--- src/rtl/thr_pkg.sv ---
package thr_pkg;
  localparam int unsigned HALF_W = 16;
  localparam int unsigned REG_W  = 2 * HALF_W;

  typedef logic [HALF_W-1:0] half_t;

  // step the count down, but never below zero
  function automatic half_t sat_dec(input half_t v);
    return (v == '0) ? v : half_t'(v - 1'b1);
  endfunction

  // next count: a software write first, then a reload, then a tick
  function automatic half_t next_count(input half_t cur, input half_t ival,
                                       input logic sw_wr, input half_t sw_val,
                                       input logic fire, input logic tick);
    if (sw_wr)     return sw_val;
    else if (fire) return ival;
    else if (tick) return sat_dec(cur);
    else           return cur;
  endfunction
endpackage

--- src/rtl/thr_prescaler.sv ---
module thr_prescaler #(
  parameter int unsigned DIV = 64
) (
  input  logic clk,
  input  logic rst_n,
  output logic tick
);
  localparam int unsigned PW = (DIV > 1) ? $clog2(DIV) : 1;
  localparam logic [PW-1:0] LAST = PW'(DIV - 1);

  generate
    if (DIV <= 1) begin : g_every
      assign tick = 1'b1;
    end else begin : g_div
      logic [PW-1:0] phase;
      always_ff @(posedge clk) begin
        if (!rst_n)             phase <= '0;
        else if (phase == LAST) phase <= '0;
        else                    phase <= phase + 1'b1;
      end
      assign tick = (phase == LAST);
    end
  endgenerate
endmodule

--- src/rtl/thr_cause_filter.sv ---
module thr_cause_filter #(
  parameter int unsigned NCAUSE = 16
) (
  input  logic [NCAUSE-1:0] pend,
  input  logic [NCAUSE-1:0] sel,
  output logic [NCAUSE-1:0] pend_sel,
  output logic              any_sel
);
  assign pend_sel = pend & sel;
  assign any_sel  = |pend_sel;
endmodule

--- src/rtl/thr_counter.sv ---
module thr_counter
  import thr_pkg::*;
(
  input  logic  clk,
  input  logic  rst_n,
  input  logic  tick,
  input  logic  fire,
  input  logic  wr_lo,
  input  logic  wr_hi,
  input  half_t wr_ival,
  input  half_t wr_cnt,
  output half_t ival,
  output half_t cnt,
  output logic  cnt_zero
);
  always_ff @(posedge clk) begin
    if (!rst_n) begin
      ival <= '0;
      cnt  <= '0;
    end else begin
      if (wr_lo) ival <= wr_ival;
      cnt <= next_count(cnt, ival, wr_hi, wr_cnt, fire, tick);
    end
  end
  assign cnt_zero = (cnt == '0);
endmodule

--- src/rtl/irq_throttle_timer.sv ---
module irq_throttle_timer
  import thr_pkg::*;
#(
  parameter int unsigned NCAUSE   = 16,
  parameter int unsigned TICK_DIV = 64
) (
  input  logic              clk,
  input  logic              rst_n,
  input  logic [NCAUSE-1:0] cause_pend,
  input  logic [NCAUSE-1:0] cause_sel,
  input  logic              reg_wr_lo,
  input  logic              reg_wr_hi,
  input  logic [REG_W-1:0]  reg_wr_data,
  output logic [REG_W-1:0]  reg_rd_data,
  output logic              irq_pulse
);
  logic              tick;
  logic [NCAUSE-1:0] pend_sel;
  logic              any_sel;
  logic              cnt_zero;
  logic              fire;
  half_t             ival;
  half_t             cnt;
  logic              irq_q;

  thr_prescaler #(.DIV(TICK_DIV)) u_pre (
    .clk  (clk),
    .rst_n(rst_n),
    .tick (tick)
  );

  thr_cause_filter #(.NCAUSE(NCAUSE)) u_filt (
    .pend    (cause_pend),
    .sel     (cause_sel),
    .pend_sel(pend_sel),
    .any_sel (any_sel)
  );

  assign fire = cnt_zero & any_sel;

  thr_counter u_cnt (
    .clk     (clk),
    .rst_n   (rst_n),
    .tick    (tick),
    .fire    (fire),
    .wr_lo   (reg_wr_lo),
    .wr_hi   (reg_wr_hi),
    .wr_ival (reg_wr_data[HALF_W-1:0]),
    .wr_cnt  (reg_wr_data[REG_W-1:HALF_W]),
    .ival    (ival),
    .cnt     (cnt),
    .cnt_zero(cnt_zero)
  );

  always_ff @(posedge clk) begin
    if (!rst_n) irq_q <= 1'b0;
    else        irq_q <= fire;
  end

  assign irq_pulse   = irq_q;
  assign reg_rd_data = {cnt, ival};
endmodule

--- config.mk ---
export PLATFORM = sky130hd
export DESIGN_NAME = irq_throttle_timer
export DESIGN_NICKNAME = d
export VERILOG_FILES = /design/src/rtl/thr_pkg.sv /design/src/rtl/thr_prescaler.sv /design/src/rtl/thr_cause_filter.sv /design/src/rtl/thr_counter.sv /design/src/rtl/irq_throttle_timer.sv
export SDC_FILE = /design/constraint.sdc
export NUM_CORES = 1
export LEC_CHECK = 0
export BUFFER_PORTS_ARGS = -buffer_cell sky130_fd_sc_hd__buf_4
export CAP_MARGIN = 5
export CORE_ASPECT_RATIO = 1.4
export CORE_UTILIZATION = 47
export CTS_CLUSTER_DIAMETER = 40
export CTS_CLUSTER_SIZE = 10
export DETAILED_ROUTE_END_ITERATION = 6
export GPL_TIMING_DRIVEN = 0
export PLACE_DENSITY_LB_ADDON = 0.25
export SYNTH_ARGS = -nofsm -noshare
export SYNTH_HDL_FRONTEND = slang
export SYNTH_HIERARCHICAL = 1
export SYNTH_SLANG_ARGS = --single-unit
--- constraint.sdc ---
create_clock -name clk -period 3.38 [get_ports clk]
set_input_delay 0.169 -clock clk [delete_from_list [all_inputs] [get_ports clk]]
set_output_delay 0.169 -clock clk [all_outputs]
set_load 0.01 [all_outputs]
==> results by group, run 1 <==
Run
  • Max cap viols: 0

Logic synthesis
  • Seq/Total Area, Yosys: about a third
  • Synth cell types: 48
  • Post-Syn Instances: between 200 and 300
  • Synthesized flop and latch total: 39
  • Synth Area per Inst: 8.55 sq um
  • Post-synth EDFFs: 0
  • Netlist Area Pre-Place: approximately 0.0023 sq mm
  • Asr flop ratio synth: 0%
  • Area leader, netlist: dfxtp_1
  • Ranking of synthesized cells by area: dfxtp_1, mux2i_1, and2_1
  • Synth warn: 6
  • Post-Syn Nets: 336
  • Synth top area share: roughly a third
  • Primary FF master, synth: dfxtp_1

Pwr
  • LEAKAGE: 1.38 nW
  • Peak supply drop: ~0.31 mV
  • PwrDens: between 300 and 400 mW/mm^2
  • Total power: ~1.2 mW

Min path
  • Hold Crit Start: rst_n
  • Hold crit path type: primary input to flop

Timing
  • Min Tclk post-route: roughly 3 ns
  • Final slew viol count: 0
  • WHS: around 0.12 ns
  • Final setup fails: 0
  • Worst clock skew: between 0.007 and 0.008 ns
  • Post-route setup slack: approximately 0.42 ns
  • Fmax: around 0.34 GHz
  • Final period util: ~88%
  • RSZ-0062 raised after global routing: no
  • Slew headroom: between 40% and 50%
  • Worst slew pin tran: approximately 0.81 ns
  • Final hold violation count: 0
  • TNS Setup: 0 ns

Clocking
  • H-tree level count: 2
  • CTS sink cnt: 39
  • Num CTS Buffers: 5
  • Post-CTS Setup Bufs: 0
  • Clock buffer depth: 2
  • Clock-pin slew on the worst setup and hold paths: 0.07 ns
  • Clock Latency Late Sink: between 0.2 and 0.3 ns
  • Root Buffer: clkbuf_8
  • CTS tree: built
  • Cts hold-fix bufs: 0

Floorplan
  • Die X: around 60 um
  • Std-Cell Rows: 29
  • IO Count: between 100 and 150
  • Core area: approximately 0.0046 sq mm
  • Die area: slightly above 0.005 sq mm
  • Starting density of the core: about half
  • Chip height: 84.3 um

Placement
  • GPL Wtd Cong: 0.913
  • Place WS: between 0.2 and 0.25 ns
  • Count of input and output buffers: 98
  • Hpwl dp: approximately 5000 um

GRT
  • Total grt overflow: 0
  • Global-route wire length before repair: slightly above 10000 um
  • Largest net degree at the start of global routing: 13
  • Vias in the first global route: roughly 2300
  • Total GRT Usage: between 20% and 30%
  • Initial antenna violation count: 0

Layout
  • Nets@finish: 440
  • ANT cells: 0
  • Layout cell share with drive strength beyond 1: between 30% and 40%
  • Area Overhead vs Synth: 40.3%
  • Fillers: roughly 420
  • Util after Layout: a little over two thirds

Route
  • WL per Instance: 14.3 um
  • Post-route ant nets: 0
  • DR WL met2: around 3400 um
  • Drt first pass iters: 4
  • Met3 wire len: 419 um
  • Via density: roughly 5.4
  • WL final: about 6200 um
  • Vias: approximately 2300
  • Top Layer Used: met4
  • WL met1: approximately 2300 um
  • DRT iter0 DRCs: between 100 and 150
  • Drc violations: 0

Worst setup path
  • Crit path capture type: flop
  • Worst EP arrival: 3.18 ns
  • FF-to-FF Start: u_cnt/cnt[2]
  • Setup crit start: u_cnt/cnt[2]
  • Critical path class: flop to flop
  • CP required: between 3 and 4 ns
  • Crit path launch type: flop
  • Crit-path max FO: 10

Status
  • Outcome: complete, no violations
synthesized netlist by cell type (3+ instances only):
cell,count
a21oi_1,7
and2_1,19
clkbuf_1,10
dfxtp_1,39
inv_1,7
mux2i_1,18
nand2_1,28
nand2b_1,4
nand3_1,9
nor2_1,11
nor2b_1,19
nor3_1,5
o211ai_1,7
o21ai_0,16
o21ai_1,3
o311ai_0,6
or3_1,3
or4_1,5
xnor2_1,8
xor2_1,5
through the flow:
stage                     instance area, sq um  std cells
final                                     3190        433
after global routing                      3190        433
after CTS                                 3190        434
after detailed placement                  3090        426
after global placement                    3090        426
after floorplan                           2270        266
layer usage:
metal,track usage [%],vias up
li1,-,1158
met1,28.1,1065
met2,47.8,93
met3,4.62,12
met4,8.68,0
met5,0,-
cells by family after synthesis:
| kind of cell | after synthesis | synth area share [%] |
|---|---|---|
| simple gates | 116 | 29.5 |
| compound gates | 56 | 18.1 |
| flops | 39 | 34.3 |
| buf+inv | 22 | 4.07 |
| mux | 18 | 7.92 |
| xor+xnor | 13 | 5.01 |
| fa+ha+maj | 2 | 1.10 |
cell usage in the layout, fill, tap and decap left out, types with 3 or more instances in the layout:
master | netlist | routed
o21ai_1 | 3 | 3
nand2_1 | 28 | 28
xor2_1 | 5 | 5
clkbuf_8 | 0 | 7
and2_1 | 19 | 19
xnor2_1 | 8 | 8
a21oi_1 | 7 | 7
nor3_1 | 5 | 5
nor2_1 | 11 | 11
or4_1 | 5 | 5
nor2b_1 | 19 | 19
clkbuf_1 | 10 | 9
inv_1 | 7 | 7
nand3_1 | 9 | 9
mux2i_1 | 18 | 18
o21ai_0 | 16 | 16
o311ai_0 | 6 | 6
o211ai_1 | 7 | 7
buf_4 | 0 | 98
or3_1 | 3 | 3
nand2b_1 | 4 | 4
dfxtp_1 | 39 | 39
area by class of cell:
cell class                      count  area [sq um]  area share (%)
Buffer                             12          55.1            1.72
Clock buffer                        7          96.3            3.02
Clock inverter                      1          7.51           0.235
Inverter                            9          37.5            1.18
Multi-Input combinational cell    205          1400            43.9
Sequential cell                    39           781            24.5
Tap cell                           62          77.6            2.43
Timing Repair Buffer               98           736            23.0
worst max-delay path: stages, from the launching register on:
cell and delay, ns:
dfxtp_1 0.40, nor4_4 0.51, nand4_1 0.32, nor2_1 0.23, and2_1 0.43, nor2_1 0.32
a31oi_4 0.36, o2111ai_1 0.18, a21boi_1 0.14
flip-flops by register name (all words and copies together), names as in the netlist:
register and count:
irq_pulse 1, u_cnt/cnt 16, u_cnt/ival 16, u_pre/g_div.phase 6
timing repair:
item,CTS,global route
endpoints found under the setup margin,0,1
resized for setup,0,1
endpoints found under the hold margin,0,0
where the power goes:
group	internal [mW]	switching (mW)	total, mW
combinational	0.155	0.130	0.285
clock	0.186	0.160	0.346
sequential	0.489	0.0381	0.528
total	0.830	0.328	1.16
worst paths after layout:
kind              cells after the start              endpoint  slack, ns
setup / recovery                      8          u_cnt/cnt[2]       0.42
setup reg to reg                      8          u_cnt/cnt[2]       0.42
hold / removal                        2  u_pre/g_div.phase[4]       0.12
hold reg to reg                       1  u_pre/g_div.phase[0]       0.46
No activity file was read; power rests on OpenSTA's default activity.
==> run 2, diff against run 1 <==
--- a/config.mk
+++ b/config.mk
@@ -13,8 +13,9 @@
 export CTS_CLUSTER_SIZE = 10
 export DETAILED_ROUTE_END_ITERATION = 6
 export GPL_TIMING_DRIVEN = 0
-export PLACE_DENSITY_LB_ADDON = 0.25
+export PLACE_DENSITY = 0.8
 export SYNTH_ARGS = -nofsm -noshare
 export SYNTH_HDL_FRONTEND = slang
 export SYNTH_HIERARCHICAL = 1
 export SYNTH_SLANG_ARGS = --single-unit
+export TNS_END_PERCENT = 10
==> results by group, run 2 (same netlist as run 1, synthesis figures left out) <==
Status
  • Outcome: complete, no violations (unchanged)

Timing
  • Final slew viol count: 0 (unchanged)
  • Final setup fails: 0 (unchanged)
  • Final hold violation count: 0 (unchanged)
  • Min Tclk post-route: 3.05 ns (was 2.96 ns)
  • Slew headroom: 47.1% (was 45.6%)
  • Worst clock skew: 0.00565 ns (was 0.00759 ns)
  • WHS: 0.113 ns (was 0.116 ns)
  • Fmax: 0.328 GHz (was 0.338 GHz)
  • Final period util: 90.1% (was 87.6%)
  • TNS Setup: 0 ns (unchanged)
  • RSZ-0062 raised after global routing: no (unchanged)
  • Worst slew pin tran: 0.791 ns (was 0.813 ns)

GRT
  • Vias in the first global route: 2267 (was 2269)
  • Global-route wire length before repair: 10300 um (was 10100 um)
  • Largest net degree at the start of global routing: 13 (unchanged)
  • Total GRT Usage: 26.7% (was 25.8%)
  • Initial antenna violation count: 0 (unchanged)
  • Total grt overflow: 0 (unchanged)

Pwr
  • LEAKAGE: 1.37 nW (was 1.38 nW)
  • Peak supply drop: 0.272 mV (was 0.313 mV)
  • PwrDens: 355 mW/mm^2 (was 363 mW/mm^2)

Route
  • DRT iter0 DRCs: 130 (was 122)
  • Post-route ant nets: 0 (unchanged)
  • Via density: 5.41 (was 5.38)
  • WL per Instance: 14.9 um (was 14.3 um)
  • Drt first pass iters: 4 (unchanged)
  • WL final: 6440 um (was 6200 um)
  • Drc violations: 0 (unchanged)
  • Vias: 2341 (was 2328)

Min path
  • Hold crit path type: primary input to flop (unchanged)
  • Hold depth: 2 (unchanged)

Layout
  • Area occupied by multi-input gates: 0.00140 sq mm (unchanged)
  • Register cell area after layout: 781 sq um (unchanged)
  • Layout cell share with drive strength beyond 1: 32.3% (was 32.6%)
  • Most common cell after layout, fill and taps aside: buf_4 (unchanged)
  • Area Overhead vs Synth: 39.5% (was 40.3%)
  • Nets@finish: 440 (unchanged)
  • Fillers: 397 (was 417)
  • ANT cells: 0 (unchanged)
  • Most frequent cells in the layout: buf_4, dfxtp_1, nand2_1 (unchanged)
  • Biggest regs: u_cnt/cnt (16), u_cnt/ival (16), u_pre/g_div.phase (6) (unchanged)

Clocking
  • H-tree level count: 2 (unchanged)
  • Num CTS Buffers: 5 (unchanged)
  • Clock Latency Late Sink: 0.29 ns (about the same)
  • Post-CTS Setup Bufs: 0 (unchanged)
  • Cts hold-fix bufs: 0 (unchanged)
  • CTS tree: built (unchanged)
  • Clock-pin slew on the worst setup and hold paths: 0.08 ns (was 0.07 ns)
  • Post-CTS sizing: 0 (unchanged)
  • Clock buffer depth: 2 (unchanged)
  • Root Buffer: clkbuf_8 (unchanged)
  • CTS sink cnt: 39 (unchanged)

Placement
  • GPL Wtd Cong: 0.889 (was 0.913)
  • Hpwl dp: 5080 um (was 4880 um)
  • Count of input and output buffers: 98 (unchanged)

Worst setup path
  • Worst EP arrival: 3.19 ns (was 3.18 ns)
  • Worst Reg-to-Reg Cells: 7 (was 8)
  • Critical path class: flop to flop (unchanged)
  • Crit path launch type: flop (unchanged)
  • CP required: 3.53 ns (was 3.60 ns)
  • Crit path capture type: flop (unchanged)
  • Crit-path max FO: 10 (unchanged)

Floorplan
  • Core area: 0.00457 sq mm (unchanged)
  • Starting density of the core: 49.8% (unchanged)
  • Die area: 0.00513 sq mm (unchanged)
  • Die X: 60.8 um (unchanged)
  • IO Count: 101 (unchanged)
  • Chip height: 84.3 um (unchanged)
  • Std-Cell Rows: 29 (unchanged)

Run
  • Max cap viols: 0 (unchanged)
==> run 2: power breakdown <==
| group | internal, mW | switching [mW] | leakage (nW) |
|---|---|---|---|
| combinational | 0.155 | 0.133 | 1.01 |
| clock | 0.144 | 0.165 | 0.0412 |
| sequential | 0.489 | 0.0396 | 0.322 |
| total | 0.788 | 0.337 | 1.37 |
==> run 2: worst max-delay path: stages, from the launching register on <==
cell and delay (ns):
dfxtp_1 0.41, nor4_4 0.51, nand4_1 0.32, nor2_1 0.23, and2_1 0.44, clkinvlp_4 0.33, o311ai_0 0.57, a21oi_1 0.09
==> run 2: per-layer routing <==
layer  GRT usage [%]  vias up  share of wire [%]  routed length, um
li1                -     1155                  -                  -
met1            29.7     1092                 39               2490
met2            48.4       85                 54               3480
met3            5.70        9                6.2                400
met4            8.88        0                1.1                 74
met5               0        -                  0                  0
==> run 2: path summary, 6_finish.rpt <==
path / startpoint / to / slack, ns
hold / removal: rst_n / u_pre/g_div.phase[2] / 0.11
setup / recovery: u_cnt/cnt[2] / u_cnt/cnt[6] / 0.33
setup reg to reg: u_cnt/cnt[2] / u_cnt/cnt[6] / 0.33
hold reg to reg: u_pre/g_div.phase[0] / u_pre/g_div.phase[0] / 0.47
==> run 2: layout make-up <==
cell class / instances / share of cell area (%)
plain buffers: 12 / 1.74
flip-flops and latches: 39 / 24.6
clock inverters: 2 / 0.394
repair buffers: 98 / 23.2
well taps: 62 / 2.44
inverters: 9 / 1.18
clock buffers: 6 / 2.29
multi-input cells: 205 / 44.2
==> run 2: stage by stage <==
step / std cells / setup slack, ns / area (sq um) / total power, mW / utilization [%]
2_1_floorplan: 266 / 0.744 / 2270 / 0.686 / -
4_1_cts: 434 / 0.275 / 3170 / 1.13 / 69.4
6_report: 433 / 0.333 / 3170 / 1.13 / 69.4
5_1_grt: 433 / 0.139 / 3170 / 1.18 / 69.4
3_5_place_dp: 426 / 0.226 / 3090 / 0.823 / 67.5
3_3_place_gp: 426 / 0.246 / 3090 / 0.817 / 67.5
